==> src/rtl/access_guard_pkg.sv <==
package access_guard_pkg;

  typedef enum logic [2:0] {
    FLT_NONE   = 3'd0,
    FLT_PAGE   = 3'd1,
    FLT_REGION = 3'd2,
    FLT_KERNEL = 3'd3,
    FLT_WPROT  = 3'd4
  } fault_e;

  typedef enum logic [1:0] {
    SZ_BYTE = 2'd0,
    SZ_WORD = 2'd1,
    SZ_LONG = 2'd2
  } acc_size_e;

  localparam int unsigned STAT_W      = 16;
  localparam logic [15:0] STAT_IDLE   = 16'hFFFF;
  localparam logic [15:0] GS_PAGE_WR  = 16'h8BFF;
  localparam logic [15:0] GS_PAGE_RD  = 16'hCBFF;
  localparam logic [15:0] GS_REG_WR   = 16'h9AFF;
  localparam logic [15:0] GS_REG_RD   = 16'hDAFF;
  localparam logic [15:0] GS_PIE_BIT  = 16'h0400;
  localparam logic [15:0] LANE_WIDE   = 16'h7C00;
  localparam logic [15:0] LANE_ODD    = 16'h7E00;
  localparam logic [15:0] LANE_EVEN   = 16'h7D00;

  // Map entry layout: bit 15 write enable, bits 14:13 page state.
  localparam int unsigned ENT_WE_BIT  = 15;
  localparam int unsigned ENT_ST_HI   = 14;
  localparam int unsigned ENT_ST_LO   = 13;

  function automatic logic [15:0] gen_code(fault_e kind, logic wr, logic pie);
    logic [15:0] c;
    case (kind)
      FLT_PAGE:   c = wr ? GS_PAGE_WR : GS_PAGE_RD;
      FLT_REGION: c = wr ? GS_REG_WR  : GS_REG_RD;
      default:    c = STAT_IDLE;
    endcase
    return pie ? (c | GS_PIE_BIT) : c;
  endfunction

  function automatic logic [15:0] lane_code(acc_size_e sz, logic a0);
    if (sz == SZ_BYTE) return a0 ? LANE_ODD : LANE_EVEN;
    return LANE_WIDE;
  endfunction

endpackage

==> src/rtl/access_guard_rules.sv <==
module access_guard_rules
  import access_guard_pkg::*;
#(
  parameter int unsigned ADDR_W    = 24,
  parameter int unsigned RAM_LIMIT = 32'h0040_0000,
  parameter int unsigned KERN_LO   = 19,
  parameter int unsigned KERN_HI   = 22
) (
  input  logic [ADDR_W-1:0] addr_i,
  input  logic              write_i,
  input  logic              super_i,
  input  logic [15:0]       entry_i,
  output fault_e            kind_o
);

  localparam int unsigned KERN_W = KERN_HI - KERN_LO + 1;

  logic in_ram, absent, kern_zone, wr_locked;

  assign in_ram    = ({{(32-ADDR_W){1'b0}}, addr_i} < RAM_LIMIT);
  assign absent    = (entry_i[ENT_ST_HI:ENT_ST_LO] == 2'b00);
  assign kern_zone = (addr_i[KERN_HI:KERN_LO] == {KERN_W{1'b0}});
  assign wr_locked = write_i && !entry_i[ENT_WE_BIT];

  // Ordered chain: presence, supervisor bypass, region, kernel, write-protect.
  always_comb begin
    if (in_ram && absent)  kind_o = FLT_PAGE;
    else if (super_i)      kind_o = FLT_NONE;
    else if (!in_ram)      kind_o = FLT_REGION;
    else if (kern_zone)    kind_o = FLT_KERNEL;
    else if (wr_locked)    kind_o = FLT_WPROT;
    else                   kind_o = FLT_NONE;
  end

  always_comb begin

    if (super_i === 1'b1 && !(in_ram && absent))
      sup_bypass_chk: assert (kind_o == FLT_NONE);
  end

endmodule

==> src/rtl/access_guard_status.sv <==
module access_guard_status
  import access_guard_pkg::*;
#(
  parameter int unsigned ADDR_W = 24
) (
  input  logic              clk_i,
  input  logic              rst_ni,
  input  logic              fault_stb_i,
  input  fault_e            kind_i,
  input  logic              write_i,
  input  acc_size_e         size_i,
  input  logic [ADDR_W-1:0] addr_i,
  input  logic              pie_i,
  input  logic              clr_i,
  output logic [15:0]       gen_stat_o,
  output logic [15:0]       bus_stat0_o,
  output logic [15:0]       bus_stat1_o
);

  localparam int unsigned HI_W = ADDR_W - 16;

  logic [15:0] gen_q, bs0_q, bs1_q;
  logic        gen_load;
  logic [7:0]  hi_byte;

  assign gen_load = fault_stb_i && (kind_i == FLT_PAGE || kind_i == FLT_REGION);
  assign hi_byte  = 8'(addr_i[ADDR_W-1:16]);

  always_ff @(posedge clk_i or negedge rst_ni) begin
    if (!rst_ni) begin
      gen_q <= STAT_IDLE;
      bs0_q <= STAT_IDLE;
      bs1_q <= STAT_IDLE;
    end else begin
      if (clr_i) begin
        gen_q <= STAT_IDLE;
        bs0_q <= STAT_IDLE;
        bs1_q <= STAT_IDLE;
      end
      // Fault capture overrides a coincident clear.
      if (fault_stb_i) begin
        bs0_q <= lane_code(size_i, addr_i[0]) | {8'h00, hi_byte};
        bs1_q <= addr_i[15:0];
      end
      if (gen_load) gen_q <= gen_code(kind_i, write_i, pie_i);
    end
  end

  assign gen_stat_o  = gen_q;
  assign bus_stat0_o = bs0_q;
  assign bus_stat1_o = bs1_q;

  logic armed_q;
  always_ff @(posedge clk_i or negedge rst_ni) begin
    if (!rst_ni) armed_q <= 1'b0;
    else         armed_q <= 1'b1;
  end


  lo_addr_capture_chk: assert property (@(posedge clk_i) disable iff (!rst_ni)
    armed_q && $past(fault_stb_i) |-> bus_stat1_o == $past(addr_i[15:0]));


  gen_hold_chk: assert property (@(posedge clk_i) disable iff (!rst_ni)
    armed_q && $past(fault_stb_i && !clr_i &&
                     (kind_i == FLT_KERNEL || kind_i == FLT_WPROT))
    |-> $stable(gen_stat_o));


  clear_idle_chk: assert property (@(posedge clk_i) disable iff (!rst_ni)
    armed_q && $past(clr_i && !fault_stb_i)
    |-> (gen_stat_o == STAT_IDLE && bus_stat0_o == STAT_IDLE && bus_stat1_o == STAT_IDLE));


  lane_fixed_chk: assert property (@(posedge clk_i) disable iff (!rst_ni)
    armed_q && $past(fault_stb_i) |-> bus_stat0_o[15:12] == 4'h7);

endmodule

==> src/rtl/access_guard.sv <==
module access_guard
  import access_guard_pkg::*;
#(
  parameter int unsigned ADDR_W    = 24,
  parameter int unsigned DATA_W    = 32,
  parameter int unsigned RAM_LIMIT = 32'h0040_0000
) (
  input  logic              clk_i,
  input  logic              rst_ni,
  input  logic              acc_valid_i,
  input  logic [ADDR_W-1:0] acc_addr_i,
  input  logic              acc_write_i,
  input  logic [1:0]        acc_size_i,
  input  logic              super_i,
  input  logic [15:0]       map_entry_i,
  input  logic              err_en_i,
  input  logic              par_int_en_i,
  input  logic              clr_stat_i,
  input  logic [DATA_W-1:0] mem_rd_data_i,
  output logic              mem_we_o,
  output logic [DATA_W-1:0] rd_data_o,
  output logic              bus_err_o,
  output logic [15:0]       gen_stat_o,
  output logic [15:0]       bus_stat0_o,
  output logic [15:0]       bus_stat1_o
);

  fault_e    kind;
  logic      faulted, fault_stb;
  logic      berr_q;
  acc_size_e size;

  assign size = acc_size_e'(acc_size_i);

  access_guard_rules #(
    .ADDR_W   (ADDR_W),
    .RAM_LIMIT(RAM_LIMIT)
  ) u_rules (
    .addr_i (acc_addr_i),
    .write_i(acc_write_i),
    .super_i(super_i),
    .entry_i(map_entry_i),
    .kind_o (kind)
  );

  assign faulted   = (kind != FLT_NONE);
  assign fault_stb = acc_valid_i && faulted;

  access_guard_status #(
    .ADDR_W(ADDR_W)
  ) u_status (
    .clk_i      (clk_i),
    .rst_ni     (rst_ni),
    .fault_stb_i(fault_stb),
    .kind_i     (kind),
    .write_i    (acc_write_i),
    .size_i     (size),
    .addr_i     (acc_addr_i),
    .pie_i      (par_int_en_i),
    .clr_i      (clr_stat_i),
    .gen_stat_o (gen_stat_o),
    .bus_stat0_o(bus_stat0_o),
    .bus_stat1_o(bus_stat1_o)
  );

  assign mem_we_o  = acc_valid_i && acc_write_i && !faulted;
  assign rd_data_o = fault_stb ? {DATA_W{1'b1}} : mem_rd_data_i;

  always_ff @(posedge clk_i or negedge rst_ni) begin
    if (!rst_ni) berr_q <= 1'b0;
    else         berr_q <= fault_stb && err_en_i;
  end
  assign bus_err_o = berr_q;

  logic armed_q;
  always_ff @(posedge clk_i or negedge rst_ni) begin
    if (!rst_ni) armed_q <= 1'b0;
    else         armed_q <= 1'b1;
  end


  berr_cause_chk: assert property (@(posedge clk_i) disable iff (!rst_ni)
    bus_err_o |-> armed_q && $past(acc_valid_i && err_en_i && faulted));


  berr_masked_chk: assert property (@(posedge clk_i) disable iff (!rst_ni)
    armed_q && $past(!err_en_i) |-> !bus_err_o);


  no_bad_write_chk: assert property (@(posedge clk_i) disable iff (!rst_ni)
    mem_we_o |-> acc_write_i && !faulted);


  ones_on_fault_chk: assert property (@(posedge clk_i) disable iff (!rst_ni)
    fault_stb |-> rd_data_o == {DATA_W{1'b1}});

endmodule

==> config.mk <==
export PLATFORM = sky130hd
export DESIGN_NAME = access_guard
export DESIGN_NICKNAME = d
export VERILOG_FILES = /design/src/rtl/access_guard_pkg.sv /design/src/rtl/access_guard_rules.sv /design/src/rtl/access_guard_status.sv /design/src/rtl/access_guard.sv
export SDC_FILE = /design/constraint.sdc
export NUM_CORES = 1
export LEC_CHECK = 0
export BUFFER_PORTS_ARGS = -buffer_cell sky130_fd_sc_hd__clkbuf_2
export CORE_AREA = 2 2 71 73
export CTS_CLUSTER_DIAMETER = 120
export DETAILED_ROUTE_END_ITERATION = 12
export DIE_AREA = 0 0 73 75
export GPL_ROUTABILITY_DRIVEN = 0
export PLACE_DENSITY = 0.85
export SYNTH_ARGS = -nofsm -noshare
export SYNTH_HDL_FRONTEND = slang
export SYNTH_HIERARCHICAL = 1
export SYNTH_SLANG_ARGS = --single-unit
==> constraint.sdc <==
create_clock -name clk_i -period 5.6 [get_ports clk_i]
set_clock_uncertainty 0.1 [all_clocks]
set_input_delay 0.56 -clock clk_i [delete_from_list [all_inputs] [get_ports clk_i]]
set_output_delay 0.56 -clock clk_i [all_outputs]
set_load 0.05 [all_outputs]
==> flow_metrics.py <==
metrics = {
    "status": {
        "outcome": "completed",
    },
    "finish": {
        "register_area_sq_um": 866,
        "post-route-util_pct": 54.9,
        "drive_gt1_share_pct": 53.7,
        "num-fill-cells": 423,
        "diodes": 0,
        "layout.nets": 416,
        "multiInputGateArea_sq_um": 808,
        "layout-area-overhead-vs-synth_pct": 41.1,
    },
    "die": {
        "start_util_pct": 38.9,
        "rows": 25,
        "coreArea_sq_um": 4660,
        "die_w_um": 73,
        "fp.dieH_um": 75,
        "ios": 164,
        "fp.dieArea_sq_um": 5480,
    },
    "synthesis": {
        "ys_ff_latch": 33,
        "synth.area.mux_share_pct": 1.10,
        "synth_flop_cell": "dfstp_2",
        "seq_area_frac_synth_pct": 47.8,
        "synth-compound-area-share_pct": 12.4,
        "yosys_warnings": 6,
        "yosysTopAreaCellShare_pct": 46.4,
        "synth_fa_ha_area_share_pct": 0,
        "synth_top_family_by_area": "simple AND/OR/NAND/NOR gates",
        "async_flop_share_pct": 100,
        "synthCells": 205,
        "netlist_area_sq_um": 1810,
        "yosys-top-cells-area": "dfstp_2 (46%), nand2b_1 (10%), buf_4 (7.0%), o21ai_0 (6.9%), nor2_1 (6.6%)",
        "syn_avg_cell_area_sq_um": 8.84,
        "yosys.area_share.simple_pct": 27.3,
        "yosys.cell_types.count": 30,
        "synthTopCellsByCount": "dfstp_2 (32), nor2_1 (32), nand2b_1 (30)",
        "synth_xor_area_share_pct": 0.483,
        "post-synth-top-area-cell": "dfstp_2",
        "synth_edf_count": 0,
    },
    "critical_path": {
        "path_class": "input pin to flip-flop",
        "cp_data_required_time_ns": 5.70,
        "crit_path_end_kind": "flip-flop",
        "arrival_ns": 3.81,
        "worstPathMaxFanout": 34,
        "start_kind": "input pin",
    },
    "routing": {
        "antenna_left": 0,
        "wl_mm": 4.88,
        "first_pass_iters": 4,
        "wl_per_cell_um": 12.6,
        "vias": 1811,
        "initialDrtViolationCount": 34,
        "vias_per_cell": 4.66,
        "drc": 0,
    },
    "clock_network": {
        "clockRootBuffer": "clkbuf_8",
        "postCtsSetupBuffers": 0,
        "cts_hold_buffers": 0,
        "clock_sinks": 33,
        "clockBufferDepth": 2,
        "h-tree-depth": 2,
        "clk_pin_slew_worst_paths_ns": 0.07,
        "cts_buffers": 5,
        "clk_latency_ns": 0.27,
        "cts_resized": 0,
        "cts_tree": "built",
    },
    "global_routing": {
        "grt_max_degree": 35,
        "overflow": 0,
        "grt_pass1_wl_mm": 7.21,
        "grt_usage_pct": 17.2,
        "antenna_found_initial": 0,
        "grt_pass1_vias": 1668,
    },
    "job": {
        "drv_cap": 0,
    },
    "timing": {
        "rsz0062_at_grt": "false",
        "finalSetupTns_ns": 0,
        "fmax_ghz": 0.270,
        "period_share_pct": 66.1,
        "slew_viol_final": 0,
        "finalCriticalPeriod_ns": 3.70,
        "worst_pin_slew_ns": 1.16,
        "setup_ws_ns": 1.90,
        "whs_ns": 0.273,
        "relSlewSlack_pct": 21.9,
        "finalHoldViolations": 0,
        "setup-violations-final": 0,
    },
    "power_and_ir_drop": {
        "p_per_area_nw_per_um2": 333,
        "leakage_nw": 1.33,
        "ir_drop_v": 0.000190,
    },
    "place": {
        "io_buffers": 134,
        "dp_slack_ns": 1.54,
        "dpl.hpwl_mm": 3.85,
    },
    "hold_path": {
        "hold_path_class": "input pin to asynchronous set/reset pin",
    },
}
-- per-layer routing --
layer / global-route usage [%] / wire, um
met1: 17.7 / 1890
met2: 33.9 / 2540
met3: 5.49 / 434
met4: 3.70 / 18
met5: 0 / 0
-- metrics by stage --
step | instances | cell area (sq um) | total power [mW]
final | 389 | 2560 | 0.853
after global routing | 389 | 2560 | 0.894
after CTS | 389 | 2560 | 0.866
after detailed placement | 381 | 2440 | 0.629
after global placement | 381 | 2440 | 0.624
after floorplan | 220 | 1870 | 0.556
-- layout by cell type (no fill, tap or decap), types with 2 or more instances in the layout --
cell type	Yosys	routed
o21a_1	2	2
inv_1	3	3
buf_4	17	2
nor2_1	32	32
o32ai_1	2	2
nand2b_1	30	30
conb_1	1	16
clkbuf_2	0	134
o21ai_0	25	25
a21oi_1	3	3
mux2i_1	2	2
dfstp_2	32	32
or2b_1	3	3
clkbuf_8	0	6
nand2_1	26	26
-- final timing paths --
| check | start | to | slack (ns) | depth (start not counted) |
|---|---|---|---|---|
| setup / recovery | acc_addr_i[20] | u_status/gen_stat_o[14]$_DFFE_PN1P_ | 1.90 | 8 |
| setup reg to reg | u_status/gen_stat_o[8]$_DFFE_PN1P_ | u_status/gen_stat_o[8]$_DFFE_PN1P_ | 4.61 | 3 |
| min in group clk_i | par_int_en_i | u_status/gen_stat_o[10]$_DFFE_PN1P_ | 0.36 | 3 |
| max in group asynchronous | rst_ni | bus_err_o$_DFF_PN0_ | 4.63 | 1 |
| hold reg to reg | u_status/bus_stat0_o[15]$_DFFE_PN1P_ | u_status/bus_stat0_o[15]$_DFFE_PN1P_ | 0.39 | 2 |
| hold / removal | rst_ni | bus_err_o$_DFF_PN0_ | 0.27 | 1 |
-- state kept, by name, summed over array words and instances (netlist names) --
signal / flops
u_status/bus_stat0_o: 11
u_status/gen_stat_o: 5
u_status/bus_stat1_o: 16
bus_err_o: 1
-- critical path, cell delays in order --
cell and delay [ns]:
clkbuf_2 0.09, or3_4 0.39, o41ai_1 0.93, o31ai_4 0.42
inv_1 0.79, nor2b_4 0.31, nand2_1 0.12, mux2i_1 0.19
-- power breakdown --
part / total (mW) / internal (mW) / switching [mW] / leakage, nW
combinational: 0.322 / 0.0707 / 0.252 / 0.920
clock: 0.230 / 0.145 / 0.0857 / 0.0574
sequential: 0.300 / 0.285 / 0.0150 / 0.351
-- cell families after synthesis --
logic type / after synthesis
AO/OA/AOI/OAI: 37
XOR/XNOR: 1
buffers and inverters: 32
flip-flops: 33
multiplexers: 2
other: 1
AND/OR/NAND/NOR: 99
-- area by class of cell --
cell class	instances	share of cell area [%]
clock buffers	6	3.23
inverters	3	0.440
clock inverters	2	1.47
flip-flops and latches	33	33.8
well taps	54	2.64
repair buffers	136	26.8
multi-input cells	155	31.6
No activity file was read; power rests on OpenSTA's default activity.
